===== config.mk =====
export PLATFORM = sky130hd
export DESIGN_NAME = prom_serial_fetch
export DESIGN_NICKNAME = d
export VERILOG_FILES = /design/src/rtl/prom_serial_fetch.sv
export SDC_FILE = /design/constraint.sdc
export NUM_CORES = 1
export LEC_CHECK = 0
export ABC_AREA = 0
export BUFFER_PORTS_ARGS = -buffer_cell sky130_fd_sc_hd__buf_2
export CORE_MARGIN = 1.5
export CORE_UTILIZATION = 45
export DETAILED_ROUTE_END_ITERATION = 6
export PLACE_DENSITY_LB_ADDON = 0.05
export SLEW_MARGIN = 25
export SYNTH_ARGS = -nofsm -noshare
export SYNTH_HDL_FRONTEND = slang
export SYNTH_SLANG_ARGS = --single-unit

===== constraint.sdc =====
create_clock -name clk -period 2 [get_ports clk]
set_clock_uncertainty 0.15 [all_clocks]
set_input_delay 0 -clock clk [delete_from_list [all_inputs] [get_ports clk]]
set_output_delay 0 -clock clk [all_outputs]
set_load 0.05 [all_outputs]

===== src/rtl/prom_serial_fetch.sv =====
module prom_serial_fetch #(
  parameter int AW  = 21,
  parameter int DW  = 16,
  parameter int WIN = 22
) (
  input  logic            clk,
  input  logic            rst,
  input  logic            req,
  input  logic [AW-2:0]   fetch_addr,
  input  logic            sdi,
  output logic            sclk_en,
  output logic            sld,
  output logic            sdo,
  output logic [2*DW-1:0] rdata,
  output logic            done
);
  localparam int CW = $clog2(WIN + 1);
  localparam logic [CW-1:0] LAST = CW'(WIN - 1);

  typedef enum logic [1:0] {S_IDLE, S_WIN, S_STB} st_t;

  st_t           state;
  logic [1:0]    phase;
  logic [CW-1:0] cnt;
  logic [WIN-1:0] tx;
  logic [DW-1:0] rx;
  logic [AW-2:0] base;

  assign sclk_en = (state != S_IDLE);
  assign sld     = (state == S_STB);
  assign sdo     = (state == S_WIN) && !phase[1] && tx[WIN-1];

  always_ff @(posedge clk) begin
    if (rst) begin
      state <= S_IDLE;
      phase <= '0;
      cnt   <= '0;
      tx    <= '0;
      rx    <= '0;
      base  <= '0;
      rdata <= '0;
      done  <= 1'b0;
    end else begin
      done <= 1'b0;
      case (state)
        S_IDLE: if (req) begin
          base  <= fetch_addr;
          tx    <= WIN'({fetch_addr, 1'b0});
          cnt   <= '0;
          phase <= '0;
          state <= S_WIN;
        end
        S_WIN: begin
          tx <= tx << 1;
          if (phase[1]) rx <= {rx[DW-2:0], sdi};
          if (cnt == LAST) begin
            cnt <= '0;
            if (phase == 2'd3) begin
              rdata[2*DW-1:DW] <= {rx[DW-2:0], sdi};
              done  <= 1'b1;
              state <= S_IDLE;
            end else begin
              state <= S_STB;
            end
          end else begin
            cnt <= cnt + 1'b1;
          end
        end
        S_STB: begin
          phase <= phase + 1'b1;
          state <= S_WIN;
          if (phase == 2'd0) tx <= WIN'({base, 1'b1});
          if (phase == 2'd2) rdata[DW-1:0] <= rx;
        end
        default: state <= S_IDLE;
      endcase
    end
  end

  logic [CW:0] gap;
  always_ff @(posedge clk) begin
    if (rst || sld || !sclk_en) gap <= '0;
    else if (gap != '1) gap <= gap + 1'b1;
  end

  AST_STROBE_SINGLE: assert property (@(posedge clk) disable iff (rst)
    sld |=> !sld);
  AST_STROBE_ACTIVE: assert property (@(posedge clk) disable iff (rst)
    sld |-> sclk_en);
  AST_STROBE_SPACING: assert property (@(posedge clk) disable iff (rst)
    sld |-> gap == (CW+1)'(WIN));
  AST_DONE_END: assert property (@(posedge clk) disable iff (rst)
    done |-> !sclk_en && $past(sclk_en));
  AST_DONE_PULSE: assert property (@(posedge clk) disable iff (rst)
    done |=> !done);
  AST_BUSY_HOLD: assert property (@(posedge clk) disable iff (rst)
    (sclk_en && req) |=> $stable(base));
  AST_RESET_CLEAR: assert property (@(posedge clk)
    $past(rst) |-> !sclk_en && !sld && !done && rdata == '0);
endmodule


==> results.py, run 1 <==
metrics = {
    "setup_path": {
        "worst-endpoint-required_ns": 2.15,
        "end_kind": "flip-flop",
        "rr_worst_depth": 5,
        "start_kind": "flip-flop",
        "crit_arrival_ns": 2.02,
        "crit_type": "flip-flop to flip-flop",
        "cp_max_fo": 16,
        "crit_path_cell_trace": "inv_1, ha_1, and2_1, nand2_1, a21oi_1",
        "cp_slowest_cell": "and2_1",
        "slowest_delay_ns": 0.54,
    },
    "global_route": {
        "antenna_found_initial": 0,
        "grt_max_degree": 64,
        "overflow": 0,
        "track_usage_pct": 20.5,
        "grt_pass1_wl_um": 16200,
        "grt_pass1_vias": 3352,
    },
    "synth": {
        "seq_area_frac_synth_pct": 48.6,
        "syn_inst": 500,
        "ys_top_cells_by_area": "dfxtp_1 49%, a21oi_1 11%, nand2_1 10%",
        "syn_nets": 534,
        "ys_types": 36,
        "avgSynthCellArea_um2": 8.24,
        "netlist_area_um2": 4120,
        "yosysWarnings": 0,
        "synth_top_cell_by_area": "dfxtp_1",
        "synth_top_area_share_pct": 48.6,
        "ys_seq_elements": 100,
    },
    "layout": {
        "layout-drive-gt1-share_pct": 17.3,
        "antenna_cells": 0,
        "area_delta_synth_final_pct": 20.5,
        "fin_util_pct": 56.4,
        "nets": 606,
        "postLayoutCellArea_um2": 4960,
        "fin_cells": 685,
    },
    "placement": {
        "placed_cells": 646,
        "port_buffers": 59,
        "pre_cts_ws_ns": 0.160,
        "hpwlAfterDp_um": 6150,
        "gp_congestion": 0.738,
        "placed_area_um2": 4520,
    },
    "floorplanning": {
        "initial_utilization_pct": 46.8,
        "floorplan.die_area_um2": 9740,
        "die_w_um": 98.7,
        "placementRows": 34,
        "io_pins": 60,
        "core_um2": 8810,
        "dieHeight_um": 98.7,
    },
    "power_and_ir_drop": {
        "ir_worst_vdd_mv": 0.478,
        "p_sw_w": 0.00104,
        "p_leak_nw": 1.95,
        "seqPwrFrac_pct": 54.2,
        "p_comb_share_pct": 11.1,
        "pwr-share-clk_pct": 34.7,
        "p_per_area_nw_per_um2": 784,
        "power.internal_w": 0.00285,
        "switching_share_pct": 26.7,
    },
    "sta": {
        "timing.fmax_ghz": 0.534,
        "period_needed_ns": 1.87,
        "fin_crit_sh_pct": 93.6,
        "hold_viol_final": 0,
        "finalWorstSetupSlack_ns": 0.128,
        "slew_headroom_pct": 63.0,
        "setup_viol": 0,
        "slew_violations": 0,
        "rsz0062_at_grt": "no",
        "tns_ns": 0,
        "worst_pin_slew_ns": 0.555,
    },
    "clocking": {
        "cts-htree-levels": 3,
        "insertion_delay_ns": 0.37,
        "clockRootBuffer": "clkbuf_8",
        "cts_buffers": 9,
        "postCtsSetupRepairBufs": 0,
        "cts_tree": "done",
        "cts_buffer_depth": 2,
        "path_clk_slew_ns": 0.10,
        "cts_sinks": 100,
    },
    "worst_hold_path": {
        "hold_class": "primary input to flip-flop",
        "min_path_cells": 4,
    },
    "drt": {
        "routed_via_density": 5.28,
        "wl_per_cell_um": 14.3,
        "drt-total-wl_um": 9810,
        "vias": 3618,
        "drtIter0Drc": 146,
        "drtAntennaViolNets": 0,
        "drtPass1Iterations": 7,
        "drc_errors": 6,
    },
    "status": {
        "status": "complete, but fails checks",
        "violations": "DRC",
    },
    "run": {
        "max-cap-violations": 0,
    },
}
==> worst paths after layout <==
kind | start | slack, ns | end
setup / recovery | state[1] | 0.13 | rx[10]
hold / removal | fetch_addr[16] | 0.27 | base[16]
setup reg to reg | state[1] | 0.13 | rx[10]
hold reg to reg | rdata[8] | 0.31 | rdata[8]
==> timing repair <==
action | 4_1_cts | 5_1_grt
gates resized for setup | 0 | 1
hold buffers | 23 | 0
endpoints found under the hold margin | 58 | 0
endpoints found under the setup margin | 0 | 16
==> power by group through the flow <==
stage | Clock, W | Sequential, W | Combinational [W]
after CTS | 0.00138 | 0.00211 | 0.000433
after floorplan | 0 | 0.00215 | 0.000289
after global placement | 0 | 0.00216 | 0.000394
after detailed placement | 0 | 0.00216 | 0.000398
final | 0.00135 | 0.00211 | 0.000432
after global routing | 0.00146 | 0.00212 | 0.000480
==> final cells by class <==
type | instances | area [um2]
fill | 863 | 3840
sequential | 100 | 2000
multi-input combinational | 351 | 1900
timing repair buffer | 103 | 696
tap | 108 | 135
clock buffer | 9 | 124
clock inverter | 7 | 85.1
inverter | 7 | 26.3
==> cell families after synthesis <==
logic type,synth area share [%]
compound gates,23.2
xor+xnor,0.425
fa+ha+maj,3.04
buf+inv,5.44
flops,48.6
mux,0.486
simple gates,18.8
==> placed cells by master (no fill, tap or decap), drive strengths merged <==
cell / instances
o31ai: 6
a32oi: 1
or4: 1
o21ai: 16
a22o: 20
a2111o: 1
and2: 4
ha: 10
bufinv: 1
nor2b: 2
and4b: 1
nand4: 1
nor2: 21
a21oi: 94
nand4b: 5
buf: 80
or3: 1
nand2: 113
dfxtp: 100
nand2b: 1
nor3: 1
clkinv: 4
mux2i: 2
dlygate4sd3: 23
nor4: 1
a31oi: 1
nand3: 23
clkbuf: 9
and3: 1
and2b: 1
o31a: 1
xor2: 2
inv: 9
a22oi: 20
==> through the flow <==
step / power [W] / hold WS [ns]
2_1_floorplan: 0.00243 / -0.0140
3_3_place_gp: 0.00255 / 0.102
3_5_place_dp: 0.00255 / 0.108
4_1_cts: 0.00393 / 0.253
5_1_grt: 0.00406 / 0.271
6_report: 0.00389 / 0.268
==> per-layer routing <==
metal | GRT usage [%] | part of all wire, % | up-vias | wire length (um)
li1 | - | - | 1875 | -
met1 | 25.0 | 46 | 1674 | 4540
met2 | 36.5 | 49 | 60 | 4850
met3 | 3.33 | 3.0 | 9 | 292
met4 | 7.47 | 1.3 | 0 | 131
met5 | 0 | 0 | - | 0
==> Yosys cell counts <==
cell	number
nand2b_1	1
a2111o_1	1
or3_1	1
inv_1	7
clkbuf_2	1
xor2_1	2
nor3_1	1
dfxtp_1	100
nor4_2	1
ha_1	10
buf_6	3
nand4b_1	5
a21oi_1	94
and2b_1	1
and2_1	4
buf_1	4
buf_4	1
mux2i_1	2
nand4_1	1
a32oi_1	1
o31ai_1	6
clkbuf_1	23
a31oi_1	1
a22oi_1	20
nand2_1	113
nor2b_4	1
nor2b_1	1
nor2_1	21
o21ai_0	16
and3_1	1
and4b_1	1
buf_2	10
nand3_1	23
or4_1	1
a22o_1	20
o31a_1	1
==> critical path: cells and delay by family (launching register included) <==
| family | cells | cell delay [ns] |
|---|---|---|
| flip-flops | 1 | 0.35 |
| AO/OA/AOI/OAI | 1 | 0.16 |
| buffers and inverters | 1 | 0.10 |
| adder cells (fa/ha/maj) | 1 | 0.38 |
| AND/OR/NAND/NOR | 2 | 0.66 |
==> flip-flops by register name, summed over array words and instances (netlist names) <==
signal  cells
cnt         5
phase       2
tx         22
state       2
rx         16
done        1
rdata      32
base       20
(Power assumes the default switching activity.)
==> run 2: changes to the inputs <==
Settings changed: CORE_ASPECT_RATIO from default to 0.8.
==> results.py, run 2 (synthesis results as in run 1) <==
metrics = {
    "clocking": {
        "cts_sinks": 100,
        "insertion_delay_ns": 0.34,
        "clockRootBuffer": "clkbuf_16",
        "cts_buffers": 9,
        "cts_tree": "done",
        "cts-htree-levels": 3,
        "path_clk_slew_ns": 0.07,
        "cts_buffer_depth": 2,
    },
    "setup_path": {
        "crit_type": "flip-flop to flip-flop",
        "cp_slowest_cell": "dfxtp_1",
        "worst-path-buf-inv": 2,
        "worst-endpoint-required_ns": 2.08,
        "rr_worst_depth": 6,
        "slowest_delay_ns": 0.39,
        "r2r_end": "tx[17]",
        "crit_path_cell_trace": "inv_1, ha_2, nor2b_4, o31a_1, buf_4, a22o_1",
        "ff2ff_setup_slack_ns": 0.14,
        "crit_arrival_ns": 1.94,
        "cp_max_fo": 20,
        "cp_top_family": "compound AO/OA/AOI/OAI gates",
        "end_kind": "flip-flop",
        "start_kind": "flip-flop",
        "reg2reg_from": "state[1]",
    },
    "status": {
        "status": "finished clean",
    },
    "global_route": {
        "grt_max_degree": 52,
        "antenna_found_initial": 0,
        "overflow": 0,
        "grt_pass1_vias": 3313,
        "grt_pass1_wl_um": 16100,
        "track_usage_pct": 21.3,
    },
    "layout": {
        "reg.largest.list": "rdata: 32 flops, tx: 22 flops, base: 20 flops",
        "fin_util_pct": 57.1,
        "area_delta_synth_final_pct": 24.3,
        "largest_reg_flops": 32,
        "nets": 606,
        "mostFrequentLayoutCells": "113 x nand2_1, 100 x dfxtp_1, 94 x a21oi_1",
        "fin_cells": 692,
        "top_register": "rdata",
        "final_common_cell": "nand2_1",
        "layout-drive-gt1-share_pct": 17.9,
        "antenna_cells": 0,
    },
    "sta": {
        "rsz0062_at_grt": "no",
        "hold_viol_final": 0,
        "setup_viol": 0,
        "period_needed_ns": 1.86,
        "fin_crit_sh_pct": 93.2,
        "worst_pin_slew_ns": 0.522,
        "tns_ns": 0,
        "slew_headroom_pct": 65.2,
        "timing.fmax_ghz": 0.537,
        "hold_slack_ns": 0.301,
        "slew_violations": 0,
    },
    "power_and_ir_drop": {
        "ir_worst_vdd_mv": 0.654,
        "p_total_w": 0.00434,
        "p_leak_nw": 2.01,
        "p_comb_share_pct": 10.2,
        "p_per_area_nw_per_um2": 848,
        "power.internal_w": 0.00328,
        "p_sw_w": 0.00107,
        "switching_share_pct": 24.6,
        "seqPwrFrac_pct": 48.7,
        "pwr-share-clk_pct": 41.1,
    },
    "worst_hold_path": {
        "hold_class": "primary input to flip-flop",
        "min_path_cells": 4,
        "whs_endpoint": "base[11]",
        "worstHoldStart": "fetch_addr[11]",
    },
    "floorplanning": {
        "dieHeight_um": 88.6,
        "floorplan.die_area_um2": 9740,
        "placementRows": 31,
        "core_um2": 8960,
        "die_w_um": 110,
        "io_pins": 60,
        "initial_utilization_pct": 46.0,
    },
    "placement": {
        "placed_cells": 653,
        "port_buffers": 59,
        "hpwlAfterDp_um": 6240,
        "gp_congestion": 0.761,
    },
    "drt": {
        "drc_errors": 0,
        "drtAntennaViolNets": 0,
        "routed_via_density": 5.33,
        "drtIter0Drc": 205,
        "wl_per_cell_um": 14.2,
        "drtPass1Iterations": 4,
        "drt-total-wl_um": 9850,
        "vias": 3687,
    },
    "run": {
        "max-cap-violations": 0,
    },
}
-- run 2: changes by cell type in the layout (fill, tap and decap cells not counted), sizes merged --
| cell | previous run | this run |
|---|---|---|
| clkbuf | 9 | 10 |
| clkinv | 4 | 3 |
| clkinvlp | 0 | 1 |
| inv | 9 | 8 |
-- run 2: power groups by stage --
stage / Combinational, W / Clock, W / Sequential [W]
floorplan: 0.000289 / 0 / 0.00215
global placement: 0.000398 / 0 / 0.00216
detailed placement: 0.000404 / 0 / 0.00216
CTS: 0.000440 / 0.00184 / 0.00211
global route: 0.000493 / 0.00190 / 0.00212
finish: 0.000442 / 0.00179 / 0.00211
-- run 2: timing repair --
action / in CTS / in global routing
resized for setup: 0 / 4
endpoints found under the hold margin: 45 / 0
buffers inserted: 0 / 0
hold buffers: 23 / 0
setup endpoints to repair: 0 / 51
-- run 2: through the flow --
step           worst slack [ns]  area (um2)
2_1_floorplan             0.142        4120
3_3_place_gp              0.111        4570
3_5_place_dp             0.0662        4570
4_1_cts                  0.0486        5110
5_1_grt                  0.0183        5120
6_report                  0.137        5120
-- run 2: cell type report --
class | count | area (um2)
Fill cell | 829 | 3840
Multi-Input combinational cell | 351 | 1900
Inverter | 7 | 26.3
Clock inverter | 6 | 72.6
Clock buffer | 10 | 239
Timing Repair Buffer | 103 | 733
Sequential cell | 100 | 2000
Tap cell | 115 | 144
-- run 2: routing by layer --
metal	vias to the layer above	global-route usage [%]	part of all wire (%)
met5	-	0	0
met4	0	6.85	1.1
met3	7	4.49	3.8
met2	72	31.8	43
met1	1735	30.6	52
li1	1873	-	-
-- run 2: worst max path at each step --
stage                        start  endpoint  slack, ns  cells past startpoint
after floorplan           state[0]    tx[10]       0.14                      6
after global placement    state[1]    rx[14]       0.11                      5
after detailed placement  state[1]  base[18]       0.07                      5
after CTS                 state[1]    rx[15]       0.05                      5
after global routing      state[1]    cnt[2]       0.02                      6
final                     state[1]    tx[17]       0.14                      6
-- run 2: tightest hold or removal path, cell delays in order --
cell	delay, ns
dlygate4sd3_1	0.53
buf_2	0.12
nand2_1	0.05
a21oi_1	0.05
==> run 3: changes to the inputs <==
Settings changed: CORE_UTILIZATION 45 to 27.
==> results.py, run 3 (synthesis results as in run 1) <==
metrics = {
    "layout": {
        "nets": 603,
        "area_delta_synth_final_pct": 26.7,
        "antenna_cells": 0,
        "reg.largest.list": "rdata: 32 flops, tx: 22 flops, base: 20 flops",
        "top_register": "rdata",
        "layout-drive-gt1-share_pct": 17.4,
        "mostFrequentLayoutCells": "113 x nand2_1, 100 x dfxtp_1, 94 x a21oi_1",
        "final_common_cell": "nand2_1",
        "largest_reg_flops": 32,
        "fin_cells": 763,
    },
    "power_and_ir_drop": {
        "ir_worst_vdd_mv": 0.382,
        "seqPwrFrac_pct": 46.9,
        "switching_share_pct": 24.4,
        "pwr-share-clk_pct": 43.0,
        "power.internal_w": 0.00341,
        "p_comb_share_pct": 10.1,
        "p_total_w": 0.00451,
        "p_per_area_nw_per_um2": 863,
        "p_leak_nw": 2.01,
        "p_sw_w": 0.00110,
    },
    "global_route": {
        "grt_max_degree": 67,
        "grt_pass1_vias": 3567,
        "overflow": 0,
        "antenna_found_initial": 0,
        "grt_pass1_wl_um": 18400,
        "track_usage_pct": 14.6,
    },
    "drt": {
        "drtPass1Iterations": 5,
        "drtAntennaViolNets": 0,
        "drc_errors": 0,
        "routed_via_density": 4.81,
        "drt-total-wl_um": 11200,
        "drtIter0Drc": 149,
        "wl_per_cell_um": 14.7,
        "vias": 3669,
    },
    "worst_hold_path": {
        "min_path_cells": 4,
        "worstHoldStart": "fetch_addr[7]",
        "hold_class": "primary input to flip-flop",
        "whs_endpoint": "base[7]",
    },
    "clocking": {
        "cts_tree": "done",
        "cts-htree-levels": 3,
        "insertion_delay_ns": 0.35,
        "cts_buffer_depth": 2,
        "clockRootBuffer": "clkbuf_16",
        "postCtsSetupRepairBufs": 0,
        "cts_sinks": 100,
        "path_clk_slew_ns": 0.07,
        "cts_buffers": 9,
    },
    "setup_path": {
        "ff2ff_setup_slack_ns": 0.09,
        "start_kind": "flip-flop",
        "crit_arrival_ns": 2.01,
        "r2r_end": "tx[6]",
        "crit_type": "flip-flop to flip-flop",
        "rr_worst_depth": 6,
        "worst-endpoint-required_ns": 2.09,
        "reg2reg_from": "state[0]",
        "end_kind": "flip-flop",
        "cp_max_fo": 20,
    },
    "floorplanning": {
        "io_pins": 60,
        "die_w_um": 141,
        "core_um2": 15000,
        "placementRows": 40,
        "dieHeight_um": 113,
        "initial_utilization_pct": 27.5,
        "floorplan.die_area_um2": 16000,
    },
    "sta": {
        "timing.fmax_ghz": 0.523,
        "finalWorstSetupSlack_ns": 0.0865,
        "slew_headroom_pct": 70.4,
        "hold_viol_final": 0,
        "period_needed_ns": 1.91,
        "worst_pin_slew_ns": 0.444,
        "rsz0062_at_grt": "yes",
        "setup_viol": 0,
        "fin_crit_sh_pct": 95.7,
        "slew_violations": 0,
    },
    "placement": {
        "port_buffers": 59,
        "hpwlAfterDp_um": 7020,
        "pre_cts_ws_ns": 0.0381,
        "gp_congestion": 0.738,
        "placed_cells": 724,
    },
    "status": {
        "status": "finished clean",
    },
    "run": {
        "max-cap-violations": 0,
    },
}
run 3: cell count changes in the layout (fill, tap and decap cells not counted):
cell and change:
and2_1 -1, and2_2 +1, buf_4 -5, buf_6 +2
bufinv_16 +1, clkinv_4 -3, ha_1 +1, ha_2 -1
inv_6 +2
run 3: what timing repair did:
item	in CTS	in global routing
hold buffers	23	0
endpoints found under the hold margin	45	0
gates resized for setup	0	6
setup endpoints to repair	0	59
run 3: worst max path at each step:
stage	from	endpoint	slack, ns	depth (start not counted)
finish	state[0]	tx[6]	0.09	6
global route	state[0]	tx[19]	-0.008	6
CTS	state[0]	base[18]	0.01	5
detailed placement	state[0]	tx[18]	0.04	6
global placement	state[0]	tx[6]	0.11	6
floorplan	state[0]	tx[10]	0.14	6
run 3: power by group through the flow:
stage | Combinational (W) | Clock (W) | Sequential, W
floorplan | 0.000289 | 0 | 0.00215
global placement | 0.000422 | 0 | 0.00216
detailed placement | 0.000422 | 0 | 0.00216
CTS | 0.000458 | 0.00202 | 0.00211
global route | 0.000513 | 0.00210 | 0.00212
finish | 0.000456 | 0.00194 | 0.00211
run 3: per-layer routing:
metal  routed length, um  GRT usage, %  vias up  part of all wire (%)
met2                4910          22.1       63                    44
li1                    -             -     1866                     -
met1                5920          20.4     1738                    53
met4                  36          3.54        0                  0.32
met5                   0             0        -                     0
met3                 374          4.41        2                   3.3
run 3: per-stage QoR:
stage / hold WS, ns / cell area, um2 / utilization [%] / setup TNS [ns]
after global routing: 0.297 / 5220 / 34.9 / -0.0181
after CTS: 0.279 / 5200 / 34.8 / 0
final: 0.294 / 5220 / 34.9 / 0
after global placement: 0.103 / 4640 / 31.0 / 0
after floorplan: -0.0140 / 4120 / - / 0
after detailed placement: 0.110 / 4640 / 31.0 / 0
run 3: cell type report:
class                      instances  area, um2
clock buffer                      10        239
clock inverter                     6       93.8
fill                            1576       9750
inverter                           7       26.3
multi-input combinational        351       1900
sequential                       100       2000
tap                              189        236
timing repair buffer             100        718
run 3: critical path, cell delays in order (launching register included):
cell and delay [ns]:
dfxtp_1 0.36, inv_1 0.11, ha_2 0.26, and2b_1 0.23, o31a_1 0.27, buf_6 0.18
a22o_1 0.24
